## src/rtl/lu_dfe_pkg.sv

```systemverilog
`timescale 1ns/1ps
package lu_dfe_pkg;
  localparam int WGT_W = 8;
  typedef logic signed [WGT_W-1:0] wgt_t;
  typedef logic signed [WGT_W:0]   term_t;

  // weight times symbol: +w for decision 1, -w for decision 0
  function automatic term_t signed_term(wgt_t w, logic b);
    term_t e;
    e = {w[WGT_W-1], w};
    return b ? e : -e;
  endfunction
endpackage

```

## src/rtl/lu_dfe_tail.sv

```systemverilog
`timescale 1ns/1ps
module lu_dfe_tail import lu_dfe_pkg::*; #(
  parameter int NTAPS   = 4,
  parameter int NUNROLL = 2,
  parameter int AW      = 22
) (
  input  logic [NTAPS-NUNROLL:0]             hist_win,
  input  logic                               pend,
  input  logic [(NTAPS-NUNROLL)*WGT_W-1:0]   tail_w,
  output logic signed [AW-1:0]               tail
);
  localparam int NT = NTAPS - NUNROLL;

  term_t terms [NT];

  genvar t;
  generate
    for (t = 0; t < NT; t++) begin : g_term
      logic hb;
      // while a sample waits in the candidate stage, the newest history
      // entry is one older than the sample being entered
      assign hb = pend ? hist_win[t] : hist_win[t+1];
      assign terms[t] = signed_term(tail_w[t*WGT_W +: WGT_W], hb);
    end
  endgenerate

  always_comb begin
    tail = '0;
    for (int i = 0; i < NT; i++) begin
      tail = tail + {{(AW-WGT_W-1){terms[i][WGT_W]}}, terms[i]};
    end
  end
endmodule

```

## src/rtl/lu_dfe_slicer.sv

```systemverilog
`timescale 1ns/1ps
module lu_dfe_slicer import lu_dfe_pkg::*; #(
  parameter int SW      = 10,
  parameter int NUNROLL = 2,
  parameter int AW      = 22
) (
  input  logic                          clk,
  input  logic                          rst_n,
  input  logic                          in_valid,
  input  logic signed [SW-1:0]          in_sample,
  input  logic signed [SW-1:0]          thresh,
  input  logic [NUNROLL*WGT_W-1:0]      spec_w,
  input  logic signed [AW-1:0]          tail,
  output logic                          s1_vld,
  output logic [(1<<NUNROLL)-1:0]       s1_cand
);
  localparam int NC = 1 << NUNROLL;

  logic signed [AW-1:0] y_c;
  logic signed [AW-1:0] thr_h [NC];
  logic [NC-1:0]        cand_c;
  logic                 vld_d;
  logic [NC-1:0]        cand_d;

  always_comb begin
    term_t tm;
    y_c = {{(AW-SW){in_sample[SW-1]}}, in_sample} - tail;
    for (int h = 0; h < NC; h++) begin
      thr_h[h] = {{(AW-SW){thresh[SW-1]}}, thresh};
      for (int j = 0; j < NUNROLL; j++) begin
        tm = signed_term(spec_w[j*WGT_W +: WGT_W], h[j]);
        thr_h[h] = thr_h[h] + {{(AW-WGT_W-1){tm[WGT_W]}}, tm};
      end
      cand_c[h] = (y_c >= thr_h[h]);
    end
  end

  always_comb begin
    vld_d  = in_valid;
    cand_d = in_valid ? cand_c : s1_cand;
  end

  always_ff @(posedge clk or negedge rst_n) begin
    if (!rst_n) begin
      s1_vld  <= 1'b0;
      s1_cand <= '0;
    end else begin
      s1_vld  <= vld_d;
      s1_cand <= cand_d;
    end
  end

  genvar g, k;
  generate
    for (g = 0; g < NC; g++) begin : g_lo
      for (k = 0; k < NC; k++) begin : g_hi
        if (g != k) begin : g_pair

          mono_chk: assert property (@(posedge clk) disable iff (!rst_n)
            (in_valid && (thr_h[g] <= thr_h[k]) && cand_c[k]) |-> cand_c[g]);
        end
      end
    end
  endgenerate
endmodule

```

## src/rtl/lu_dfe_select.sv

```systemverilog
`timescale 1ns/1ps
module lu_dfe_select #(
  parameter int NTAPS   = 4,
  parameter int NUNROLL = 2
) (
  input  logic                        clk,
  input  logic                        rst_n,
  input  logic                        s1_vld,
  input  logic [(1<<NUNROLL)-1:0]     s1_cand,
  output logic                        dec_valid,
  output logic                        dec_bit,
  output logic [NTAPS-1:NUNROLL-1]    hist_tail
);
  logic [NTAPS-1:0]   hist_q;
  logic [NTAPS-1:0]   hist_d;
  logic               dv_q;
  logic               dv_d;
  logic [NUNROLL-1:0] sel;
  logic               pick;

  always_comb begin
    sel    = hist_q[NUNROLL-1:0];
    pick   = s1_cand[sel];
    hist_d = s1_vld ? {hist_q[NTAPS-2:0], pick} : hist_q;
    dv_d   = s1_vld;
  end

  always_ff @(posedge clk or negedge rst_n) begin
    if (!rst_n) begin
      hist_q <= '0;
      dv_q   <= 1'b0;
    end else begin
      hist_q <= hist_d;
      dv_q   <= dv_d;
    end
  end

  assign dec_valid = dv_q;
  assign dec_bit   = hist_q[0];
  assign hist_tail = hist_q[NTAPS-1:NUNROLL-1];


  hist_hold_chk: assert property (@(posedge clk) disable iff (!rst_n)
    !s1_vld |=> $stable(hist_q));

  dec_follow_chk: assert property (@(posedge clk) disable iff (!rst_n)
    s1_vld |=> dec_valid);

  no_spurious_chk: assert property (@(posedge clk) disable iff (!rst_n)
    !s1_vld |=> !dec_valid);
endmodule

```

## src/rtl/lu_dfe.sv

```systemverilog
`timescale 1ns/1ps
module lu_dfe import lu_dfe_pkg::*; #(
  parameter int SW      = 10,
  parameter int NTAPS   = 4,
  parameter int NUNROLL = 2
) (
  input  logic                       clk,
  input  logic                       rst_n,
  input  logic                       in_valid,
  input  logic signed [SW-1:0]       in_sample,
  input  logic signed [SW-1:0]       thresh,
  input  logic [NTAPS*WGT_W-1:0]     tap_w,
  output logic                       dec_valid,
  output logic                       dec_bit
);
  localparam int AW = SW + WGT_W + $clog2(NTAPS + 1) + 1;
  localparam int NC = 1 << NUNROLL;

  logic [1:0] sync_q;
  logic [1:0] sync_d;
  logic       rst_sync_n;

  always_comb sync_d = {sync_q[0], 1'b1};

  always_ff @(posedge clk or negedge rst_n) begin
    if (!rst_n) sync_q <= 2'b00;
    else        sync_q <= sync_d;
  end
  assign rst_sync_n = sync_q[1];

  logic signed [AW-1:0]       tail;
  logic                       s1_vld;
  logic [NC-1:0]              s1_cand;
  logic [NTAPS-1:NUNROLL-1]   hist_tail;

  generate
    if (NTAPS > NUNROLL) begin : g_tail
      lu_dfe_tail #(.NTAPS(NTAPS), .NUNROLL(NUNROLL), .AW(AW)) tail_i (
        .hist_win (hist_tail),
        .pend     (s1_vld),
        .tail_w   (tap_w[NTAPS*WGT_W-1:NUNROLL*WGT_W]),
        .tail     (tail)
      );
    end else begin : g_notail
      assign tail = '0;
    end
  endgenerate

  lu_dfe_slicer #(.SW(SW), .NUNROLL(NUNROLL), .AW(AW)) slicer_i (
    .clk       (clk),
    .rst_n     (rst_sync_n),
    .in_valid  (in_valid),
    .in_sample (in_sample),
    .thresh    (thresh),
    .spec_w    (tap_w[NUNROLL*WGT_W-1:0]),
    .tail      (tail),
    .s1_vld    (s1_vld),
    .s1_cand   (s1_cand)
  );

  lu_dfe_select #(.NTAPS(NTAPS), .NUNROLL(NUNROLL)) select_i (
    .clk       (clk),
    .rst_n     (rst_sync_n),
    .s1_vld    (s1_vld),
    .s1_cand   (s1_cand),
    .dec_valid (dec_valid),
    .dec_bit   (dec_bit),
    .hist_tail (hist_tail)
  );


  latency_chk: assert property (@(posedge clk) disable iff (!rst_sync_n)
    in_valid |=> ##1 dec_valid);
endmodule

```

## config.mk

```make
export PLATFORM = sky130hd
export DESIGN_NAME = lu_dfe
export DESIGN_NICKNAME = d
export VERILOG_FILES = /design/src/rtl/lu_dfe_pkg.sv /design/src/rtl/lu_dfe_tail.sv /design/src/rtl/lu_dfe_slicer.sv /design/src/rtl/lu_dfe_select.sv /design/src/rtl/lu_dfe.sv
export SDC_FILE = /design/constraint.sdc
export NUM_CORES = 1
export LEC_CHECK = 0
export BUFFER_PORTS_ARGS = -buffer_cell sky130_fd_sc_hd__buf_2
export CAP_MARGIN = 20
export CORE_MARGIN = 2
export CORE_UTILIZATION = 65
export CTS_CLUSTER_SIZE = 40
export DETAILED_ROUTE_END_ITERATION = 10
export PLACE_DENSITY = 0.86
export SETUP_SLACK_MARGIN = 0.02
export SLEW_MARGIN = 20
export SYNTH_ARGS = -nofsm -noshare
export SYNTH_HDL_FRONTEND = slang
export SYNTH_SLANG_ARGS = --single-unit
```

## constraint.sdc

```tcl
create_clock -name clk -period 1.3 [get_ports clk]
set_input_delay 0.195 -clock clk [delete_from_list [all_inputs] [get_ports clk]]
set_output_delay 0.195 -clock clk [all_outputs]
set_load 0.1 [all_outputs]
```

==> results.txt, run 1 <==
The run stopped with a tool error. The stage where the run came to a stop is clock tree synthesis (4_1_cts). The tool reported: "[ERROR DPL-0033] detailed placement checks failed during check placement".

Counting flops with an async set or reset pin after synthesis yields a share of 100%. Before CTS, the worst setup slack after placement is -4.06 ns. After floorplanning, the core was divided into 34 placement rows.

Total I/O pin count: 57. For this configuration, the core starts out at a cell density of 67.1%. The run gives 20900 µm as the detailed placement HPWL. After clock tree synthesis, the setup repair step added 10 buffers. Counting the buffers created by CTS gives 3. The H-tree depth is 1. From left edge to right edge, the die measures 99.1 µm. The number of nets in the synthesized netlist is 966.

A synthesized cell averages 7.92 µm². The instance count after placement with tap cells included came out at 1148. The cell count after synthesis came out at 742.

Of the synthesized area, sequential elements account for 5.11%. Once placement finished, the instance area stood at 0.00833 mm². No sink is reached through more buffers than the 2 on the longest clock path. After clock tree synthesis, the repair step resized 31 gates. After synthesis the cells add up to 0.00588 mm².

The number of buffers added on ports was 56. The number of buffers added to fix hold violations after cts is 1. The synthesized design contains 0 enable-type register cells.

The clock net in this run drives a total of 12 sinks. In this run the vertical extent of the chip is 99.1 µm. Post-synthesis register bit count: 12. For this run, the number of Yosys warnings is 0. Post-synthesis cell type count: 64. The cell sitting at the root of the clock tree is a sky130_fd_sc_hd__clkbuf_8. Routability-driven placement finished with a final weighted congestion of 1.05.

The most used flip-flop cell after synthesis is sky130_fd_sc_hd__dfrtp_1.
## per-stage QoR
step	TNS [ns]	utilization, %
3_5_place_dp	-15.83	95.1
3_3_place_gp	-13.85	95.1
2_1_floorplan	-13.75	-
## cells by family after synthesis
logic type | count (synthesis) | synth area share (%)
mux | 8 | 1.51
xor+xnor | 80 | 11.9
simple gates | 186 | 15.5
other cells | 1 | 0.0638
fa+ha+maj | 169 | 37.0
compound gates | 221 | 24.8
buf+inv | 65 | 4.15
flops | 12 | 5.11
## synth_stat cells (8+ instances only)
| library cell | count | area share (%) |
|---|---|---|
| sky130_fd_sc_hd__inv_1 | 56 | 3.6 |
| sky130_fd_sc_hd__xnor2_1 | 33 | 4.9 |
| sky130_fd_sc_hd__nand4_1 | 11 | 1.2 |
| sky130_fd_sc_hd__dfrtp_1 | 12 | 5.1 |
| sky130_fd_sc_hd__o21ai_1 | 22 | 1.9 |
| sky130_fd_sc_hd__a21o_1 | 23 | 2.9 |
| sky130_fd_sc_hd__fa_1 | 8 | 2.7 |
| sky130_fd_sc_hd__o21bai_1 | 10 | 1.3 |
| sky130_fd_sc_hd__nand3_1 | 11 | 0.94 |
| sky130_fd_sc_hd__nand2_1 | 38 | 2.4 |
| sky130_fd_sc_hd__ha_1 | 161 | 34 |
| sky130_fd_sc_hd__o21ai_0 | 25 | 2.1 |
| sky130_fd_sc_hd__nor2b_1 | 10 | 1.1 |
| sky130_fd_sc_hd__xor2_1 | 47 | 7.0 |
| sky130_fd_sc_hd__or3_1 | 8 | 0.85 |
| sky130_fd_sc_hd__nor2_1 | 53 | 3.4 |
| sky130_fd_sc_hd__a211oi_1 | 15 | 1.9 |
| sky130_fd_sc_hd__nor3_1 | 24 | 2.0 |
| sky130_fd_sc_hd__nand2b_1 | 8 | 0.85 |
| sky130_fd_sc_hd__a21oi_1 | 56 | 4.8 |
| sky130_fd_sc_hd__o21a_1 | 11 | 1.4 |
| sky130_fd_sc_hd__nor4_1 | 8 | 0.85 |
==> run 2: changes to the inputs <==
--- a/config.mk
+++ b/config.mk
@@ -8,11 +8,9 @@
 export BUFFER_PORTS_ARGS = -buffer_cell sky130_fd_sc_hd__buf_2
 export CAP_MARGIN = 20
 export CORE_MARGIN = 2
-export CORE_UTILIZATION = 65
-export CTS_CLUSTER_SIZE = 40
+export CORE_UTILIZATION = 40
 export DETAILED_ROUTE_END_ITERATION = 10
-export PLACE_DENSITY = 0.86
-export SETUP_SLACK_MARGIN = 0.02
+export PLACE_DENSITY_LB_ADDON = 0.15
 export SLEW_MARGIN = 20
 export SYNTH_ARGS = -nofsm -noshare
 export SYNTH_HDL_FRONTEND = slang
==> run 2 against run 1 <==
  * The flow now finishes, with violations (negative setup slack)
  * Area after synthesis is the same
  * Synthesized cell count is the same
==> results.txt, run 2 <==
The run finished, with violations left. The checks that failed: negative setup slack. By area the synthesized netlist is led by sky130_fd_sc_hd__ha_1, sky130_fd_sc_hd__xor2_1, sky130_fd_sc_hd__dfrtp_1. The total of warnings raised by yosys is 0 (unchanged), and the achievable clock frequency is 200 MHz.

Counting the fill cells in the layout gives 1309. The type of the worst setup path was register to register. The logs give 3 (unchanged) for the total clock buffers created by CTS and 0.00878 mm² for the summed area of non-filler cells in the final layout.

STA puts the critical path data arrival time at 5.12 ns. The net count after synthesis is 966 (unchanged). The path class of the lowest-slack min-delay path was register to async pin. The biggest area contributor in the post-synthesis netlist is sky130_fd_sc_hd__ha_1. TritonCTS built the clock tree. The starting density of the core was 40.8% (-26 points).

Entering global routing, the biggest net connects 12 pins. The antenna violation net count after detailed routing was 0; the required time of the worst setup path was 1.42 ns. The tools report the detailed router's first-iteration violation count as 224. The tools report the post-synthesis cell area as 0.00588 mm² (unchanged).

The later pin in the worst-skew pair is clocked with a latency of 0.24 ns. The run gives 1 (unchanged) as the H-tree depth. By count the netlist is led by sky130_fd_sc_hd__ha_1, sky130_fd_sc_hd__a21oi_1, sky130_fd_sc_hd__inv_1, sky130_fd_sc_hd__nor2_1, sky130_fd_sc_hd__xor2_1. The number of buffers and inverters on the critical path was 1; the setup skew after layout was 0.00165 ns.

Setup repair after global routing could not meet its margin everywhere. Among all cell types in the netlist, the one instantiated most often is sky130_fd_sc_hd__ha_1. The slew of the pin with the lowest slew margin is 0.608 ns. The tools report the kind of start point of the critical path as a register. Number of antenna violations at the first check in global routing: 0. The detailed placement HPWL is 16300 µm (-22%). The run gives 5.11% (unchanged) as the sequential cell area fraction in the yosys report. The tools report the count of pins over their slew limit as 0.

In this run the number of cells on the critical path is 24. The slowest cell on the critical path was sky130_fd_sc_hd__dfrtp_1. In this run the critical register-to-register path is captured at slicer_i.s1_cand[2]$_DFFE_PN0P_. The tools report the register-to-register path setup slack as -3.70 ns.

The via count of the first global-routing pass was 6762; the total setup violations reported at the end of the flow was 4. Most used flip-flop cell after synthesis: sky130_fd_sc_hd__dfrtp_1. Walking the worst path, the cells encountered are mux2_4, mux2_4, fa_2, a21o_1, a21oi_2, nor2b_1, o21a_1, nor2_2, xor2_1, ha_1, buf_4, o21a_1, o21ai_2, nand2b_1, a21oi_2, xnor2_2, ha_1, o21ai_2, o21bai_1, a2111oi_2, nor3_2, a2bb2oi_2, a211oi_2, o22ai_1.

Dominant delay contributor by cell family on the critical path: compound AO/OA/AOI/OAI gates. Post-synthesis register bit count: 12 (unchanged). The mean post-synth cell area was 7.92 µm² (unchanged); the final worst-path cycle share was 385%.

The die span in x came out at 125 µm (+26%). The tools report the endpoint kind of the worst setup timing path as a register. On the worst path, the slowest cell contributes a delay of 0.41 ns. The first-pass GRT wire length was 30100 µm. The number of standard cells after synthesis was 742 (unchanged); the post-synthesis cell type count was 64 (unchanged).

For this block, the via count after detailed routing is 6508. The worst pin sits at a relative slew slack of 59.1%. Growth of design area from synthesis to finish: 49.4%.

The async set-or-reset flop fraction in the synthesized netlist was 100% (unchanged); the top cell type's share of synthesized area was 34.3% (unchanged). The number of vias per cell after detailed routing came out at 5.22. The tools report the clock tree root driver cell as sky130_fd_sc_hd__clkbuf_16. The number of buffers on the longest clock path is 2 (unchanged). The post-placement cell area was 0.00853 mm² (+2.4%); the overall die height was 125 µm (+26%).

The number of diodes came out at 0. Remaining design rule violation count: 0. The largest registers in the layout are select_i.hist_q (4), slicer_i.s1_cand (4), sync_q (2). Commonest non-fill, non-tap cell in the layout: sky130_fd_sc_hd__buf_4.

Clock-pin slew was measured on the worst setup and hold paths at 0.05 ns. The number of sinks on the clock net came out at 12 (unchanged). The number of cells on the worst reg-to-reg path is 24.

For the final setup slack of the worst path, the log shows -3.70 ns. The total of max-cap violations was 0; the count of flip-flops with a built-in enable after synthesis was 0 (unchanged). The weighted congestion at the end of routability-driven global placement came out at 0.933 (-11%). The clock period minus final worst setup slack works out to 5.00 ns. For the total routing usage reported by global routing, the log shows 22.7%. The number of buffers added on ports is 56 (unchanged), and the routed wire length is 18000 µm.

The logs give 0.0144 mm² for the core area and 4 for the length of the first detailed-routing pass in iterations. The post-route netlist has 36.3% of its cells at a drive strength greater than 1. In the final routed layout, each cell accounts on average for 14.4 µm. Global routing finished with a remaining overflow of 0.

The run gives 0.215 ns as the worst-case hold slack. The critical path ends at slicer_i.s1_cand[2]$_DFFE_PN0P_. The run gives 57 (unchanged) as the total I/O pin count. The library cells used most frequently in the layout, excluding fill and tap cells, are sky130_fd_sc_hd__buf_4, sky130_fd_sc_hd__ha_1, sky130_fd_sc_hd__buf_2. The placement row count is 44 (+29%), and the final net count is 1288. In this run the worst setup path begins at slicer_i.s1_vld$_DFF_PN0_. The total count of hold-check failures in the final report was 0; the largest fanout on the critical path was 3.

The startpoint identified for the worst register-to-register timing path is slicer_i.s1_vld$_DFF_PN0_. The area enclosed by the die boundary came out at 0.0157 mm².
run 2: cell counts after synthesis:
No cell type changed its count.
run 2: per-stage QoR:
step	utilization (%)	setup WS, ns	setup TNS, ns	std cells
after floorplan	-	-3.49	-13.75	742
after global placement	59.1	-3.58	-14.20	1236
after detailed placement	59.1	-3.77	-14.72	1236
after CTS	60.3	-3.63	-14.28	1244
after global routing	60.9	-3.94	-15.53	1246
final	60.9	-3.70	-14.52	1246
run 2: worst min-delay path by stage:
stage | startpoint | to | slack (ns) | depth (start not counted)
6_report | sync_q[1]$_DFF_PN0_ | slicer_i.s1_cand[1]$_DFFE_PN0P_ | 0.21 | 0
4_1_cts | sync_q[1]$_DFF_PN0_ | slicer_i.s1_cand[1]$_DFFE_PN0P_ | 0.23 | 0
3_3_place_gp | rst_n | sync_q[1]$_DFF_PN0_ | -0.02 | 1
3_5_place_dp | rst_n | sync_q[1]$_DFF_PN0_ | -0.02 | 1
2_1_floorplan | rst_n | sync_q[0]$_DFF_PN0_ | -0.10 | 0
5_1_grt | sync_q[1]$_DFF_PN0_ | slicer_i.s1_cand[3]$_DFFE_PN0P_ | 0.26 | 0
run 2: cell families after synthesis:
kind of cell | share of synthesized area, %
xor gates and xnor gates | 11.9
and+or+nand+nor | 15.5
muxes | 1.51
adders and majority gates | 37.0
DFF | 5.11
buffers and inverters | 4.15
other | 0.0638
AOI/OAI and AO/OA | 24.8
run 2: cell type report:
| cell class | instances | area [µm²] | area share [%] |
|---|---|---|---|
| multi-input combinational | 665 | 5620 | 64.0 |
| tap | 184 | 230 | 2.62 |
| sequential | 12 | 300 | 3.42 |
| inverter | 60 | 228 | 2.59 |
| timing repair buffer | 322 | 2320 | 26.5 |
| clock buffer | 3 | 75.1 | 0.855 |
run 2: metal layers:
| layer | global-route usage [%] | wire [µm] |
|---|---|---|
| met1 | 26.8 | 7950 |
| met2 | 44.7 | 9150 |
| met3 | 1.41 | 466 |
| met4 | 4.64 | 397 |
| met5 | 0 | 0 |
run 2: timing repair:
item / 4_1_cts / 5_1_grt
pin swaps: 6 / 13
buffers inserted: 4 / 2
gates resized for setup: 11 / 17
setup endpoints to repair: 4 / 4
hold buffers: 1 / 0
endpoints found under the hold margin: 2 / 0
Power of run 2 is not shown: default switching activity piles up to over one toggle a cycle in this logic, so the estimate is an artifact.
==> run 3: changes to the inputs <==
--- a/config.mk
+++ b/config.mk
@@ -5,11 +5,13 @@
 export SDC_FILE = /design/constraint.sdc
 export NUM_CORES = 1
 export LEC_CHECK = 0
+export ABC_AREA = 0
 export BUFFER_PORTS_ARGS = -buffer_cell sky130_fd_sc_hd__buf_2
 export CAP_MARGIN = 20
 export CORE_MARGIN = 2
 export CORE_UTILIZATION = 40
 export DETAILED_ROUTE_END_ITERATION = 10
+export MAX_ROUTING_LAYER = met4
 export PLACE_DENSITY_LB_ADDON = 0.15
 export SLEW_MARGIN = 20
 export SYNTH_ARGS = -nofsm -noshare
==> constraint.sdc (replaced) <==
create_clock -name clk -period 5.79 [get_ports clk]
set_input_delay 0.8685 -clock clk [delete_from_list [all_inputs] [get_ports clk]]
set_output_delay 0.8685 -clock clk [all_outputs]
set_load 0.1 [all_outputs]
==> run 3 against run 2 <==
  * The run now ends clean
  * Routed wire length decreased by 14%
  * Register-to-register slack better by 4.1 ns
  * Hold slack lost 0.035 ns
  * Flip-flop and latch count is the same
  * Clock skew grew 0.0024 ns
  * Die area stayed put
  * Non-clock buffer count shrank 235
  * First-iteration DRC count shrank 10%
  * Core utilization decreased by 14 points
  * Worst setup slack better by 4.0 ns
  * Sequential share of layout area rose by 1.0 points
  * Final cell count fell by 19%
  * Largest cell class unchanged
  * Highest routed layer unchanged
==> results.txt, run 3 (synthesized netlist as in run 2, its figures left out) <==
The later-pin clock latency in the skew report is 0.24 ns (about the same). TritonCTS built the clock tree. The remaining design rule violation count came out at 0 (unchanged). The number of vias after detailed routing came out at 5623 (-14%). The largest individual stage delay along the critical path comes from the cell sky130_fd_sc_hd__a2111oi_2. The number of vias per cell after detailed routing is 5.56 (+6.4%), and the pre-CTS worst setup slack is -0.0507 ns (+3.72 ns). The total count of hold-check failures in the final report is 0 (unchanged). From synthesis to final layout, the design area changed by 14.8%. The setup skew after layout was 0.00404 ns (+0.00239 ns); the instance count after placement with tap cells included was 1007 (-19%). The combined flip-flop and latch cell area is 300 µm² (unchanged), and the starting density of the core is 40.8% (unchanged).

For the area enclosed by the die boundary, the log shows 0.0157 mm² (unchanged). The number of buffers and inverters on the critical path was 3 (+2). The tools report the final setup slack of the worst path as 0.289 ns (+3.99 ns). The number of buffers added on ports is 56 (unchanged), and the total I/O pin count is 57 (unchanged). The number of diodes is 0 (unchanged).

The depth of the critical timing path with buffers and inverters included was 26 (+8.3%). The final design utilization came out at 46.8% (-14 points). The share of final-layout standard cells stronger than drive strength 1 is 14.4% (-22 points), and the via count of the first global-routing pass is 5533 (-18%). The tools report the routed wire length as 15500 µm (-14%). The core area is 0.0144 mm² (unchanged), and the length of the first detailed-routing pass in iterations is 4 (unchanged). The final net count is 1053 (-18%), and the remaining global-route overflow is 0 (unchanged). The relative slew slack was 54.1% (-5.0 points).

The total of max-cap violations is 0 (unchanged). Path class of the lowest-slack min-delay path: register to async pin. The routed length per instance came out at 15.4 µm (+6.5%).

The largest fanout on the critical path is 7 (+4). Total routing usage reported by global routing: 19.7% (-2.9 points). Die span in x: 125 µm (unchanged).

Subtracting the final worst setup slack from the clock period gives 5.50 ns. The tools report the achievable clock frequency as 182 MHz. The tools report the data arrival time of the critical path as 5.61 ns (+0.49 ns). The placement row count was 44 (unchanged).

The number of fill cells is 1448 (+11%). Broken down by cell family, the worst path's largest delay share belongs to compound AO/OA/AOI/OAI gates. The run gives 0 ns (+14.52 ns) as the setup TNS. Required time of the worst setup path: 5.90 ns (+4.48 ns).

The commonest non-fill, non-tap cell in the layout was sky130_fd_sc_hd__ha_1. The number of antenna violations at the first check in global routing was 0 (unchanged). The number of buffers on the longest clock path was 2 (unchanged). The tools report the number of sinks on the clock net as 12 (unchanged). The maximum cell stage delay along the critical path is 0.37 ns (-0.04 ns). The run finished with clean final reports. The count of pins over their slew limit came out at 0 (unchanged). Leaving out fill and tap cells, the most frequent cells in the layout are sky130_fd_sc_hd__ha_1, sky130_fd_sc_hd__inv_1, sky130_fd_sc_hd__buf_2. The antenna violation net count after detailed routing is 0 (unchanged).

The total setup violations reported at the end of the flow was 0 (-4); the length in cells of the worst reg-to-reg path was 24 (unchanged). In this run the clock root is driven by a sky130_fd_sc_hd__clkbuf_16. The final worst-path cycle share is 95.0%, and the weighted congestion at the end of routability-driven global placement is 0.941 (+0.91%). The clock slew seen by the registers of the worst setup and hold paths was 0.05 ns (about the same). The detailed placement HPWL was 13800 µm (-15%). Combined area of the multi-input logic cells: 0.00539 mm² (-4.1%). Kind of start point of the critical path: an input pin.

The number of non-filler instances in the completed layout is 1012 (-19%). The largest registers in the layout are select_i.hist_q (4), slicer_i.s1_cand (4), sync_q (2). The overall die height came out at 125 µm (unchanged).

The total clock buffers created by CTS came out at 3 (unchanged). The most numerous cell type found on the critical path is sky130_fd_sc_hd__ha_1. The maximum number of pins on one net before global-route repair was 13 (+1); the H-tree depth was 1 (unchanged). The slew of the pin with the lowest slew margin is 0.685 ns (+0.0776 ns). The first-pass GRT wire length is 25300 µm (-16%). The critical path is of the input pin to register type. The detailed router's first-iteration violation count is 201 (-10%). The worst setup path is captured at a register.
-- run 3: area by class of cell --
class | count | area share, %
inverters | 60 | 3.34
repair buffers | 87 | 7.60
well taps | 184 | 3.41
clock buffers | 4 | 1.32
flip-flops and latches | 12 | 4.45
multi-input cells | 665 | 79.9
-- run 3: timing repair --
action,in CTS,in global routing
setup buffers,0,1
gates resized for setup,0,17
hold buffers,0,0
endpoints found under the setup margin,0,4
-- run 3: path summary, 6_finish.rpt --
kind	startpoint	end	slack, ns
setup / recovery	tap_w[17]	slicer_i.s1_cand[2]$_DFFE_PN0P_	0.29
hold / removal	sync_q[1]$_DFF_PN0_	slicer_i.s1_cand[3]$_DFFE_PN0P_	0.18
setup reg to reg	slicer_i.s1_vld$_DFF_PN0_	slicer_i.s1_cand[2]$_DFFE_PN0P_	0.40
hold reg to reg	sync_q[1]$_DFF_PN0_	slicer_i.s1_cand[3]$_DFFE_PN0P_	0.18
max in group asynchronous	rst_n	sync_q[0]$_DFF_PN0_	5.30
min in group clk	sync_q[0]$_DFF_PN0_	sync_q[1]$_DFF_PN0_	0.35
-- run 3: stage by stage --
| step | cell area [µm²] | hold slack (ns) |
|---|---|---|
| after detailed placement | 6600 | 0.189 |
| final | 6750 | 0.180 |
| after CTS | 6690 | 0.203 |
| after floorplan | 5880 | 0.121 |
| after global placement | 6600 | 0.178 |
| after global routing | 6750 | 0.226 |
-- run 3: metal layers --
metal	GRT usage, %	part of all wire, %
met5	-	0
met4	5.49	2.6
met3	0.813	2.6
met2	35.0	49
met1	24.5	46
Power of run 3 is left out for the same reason.
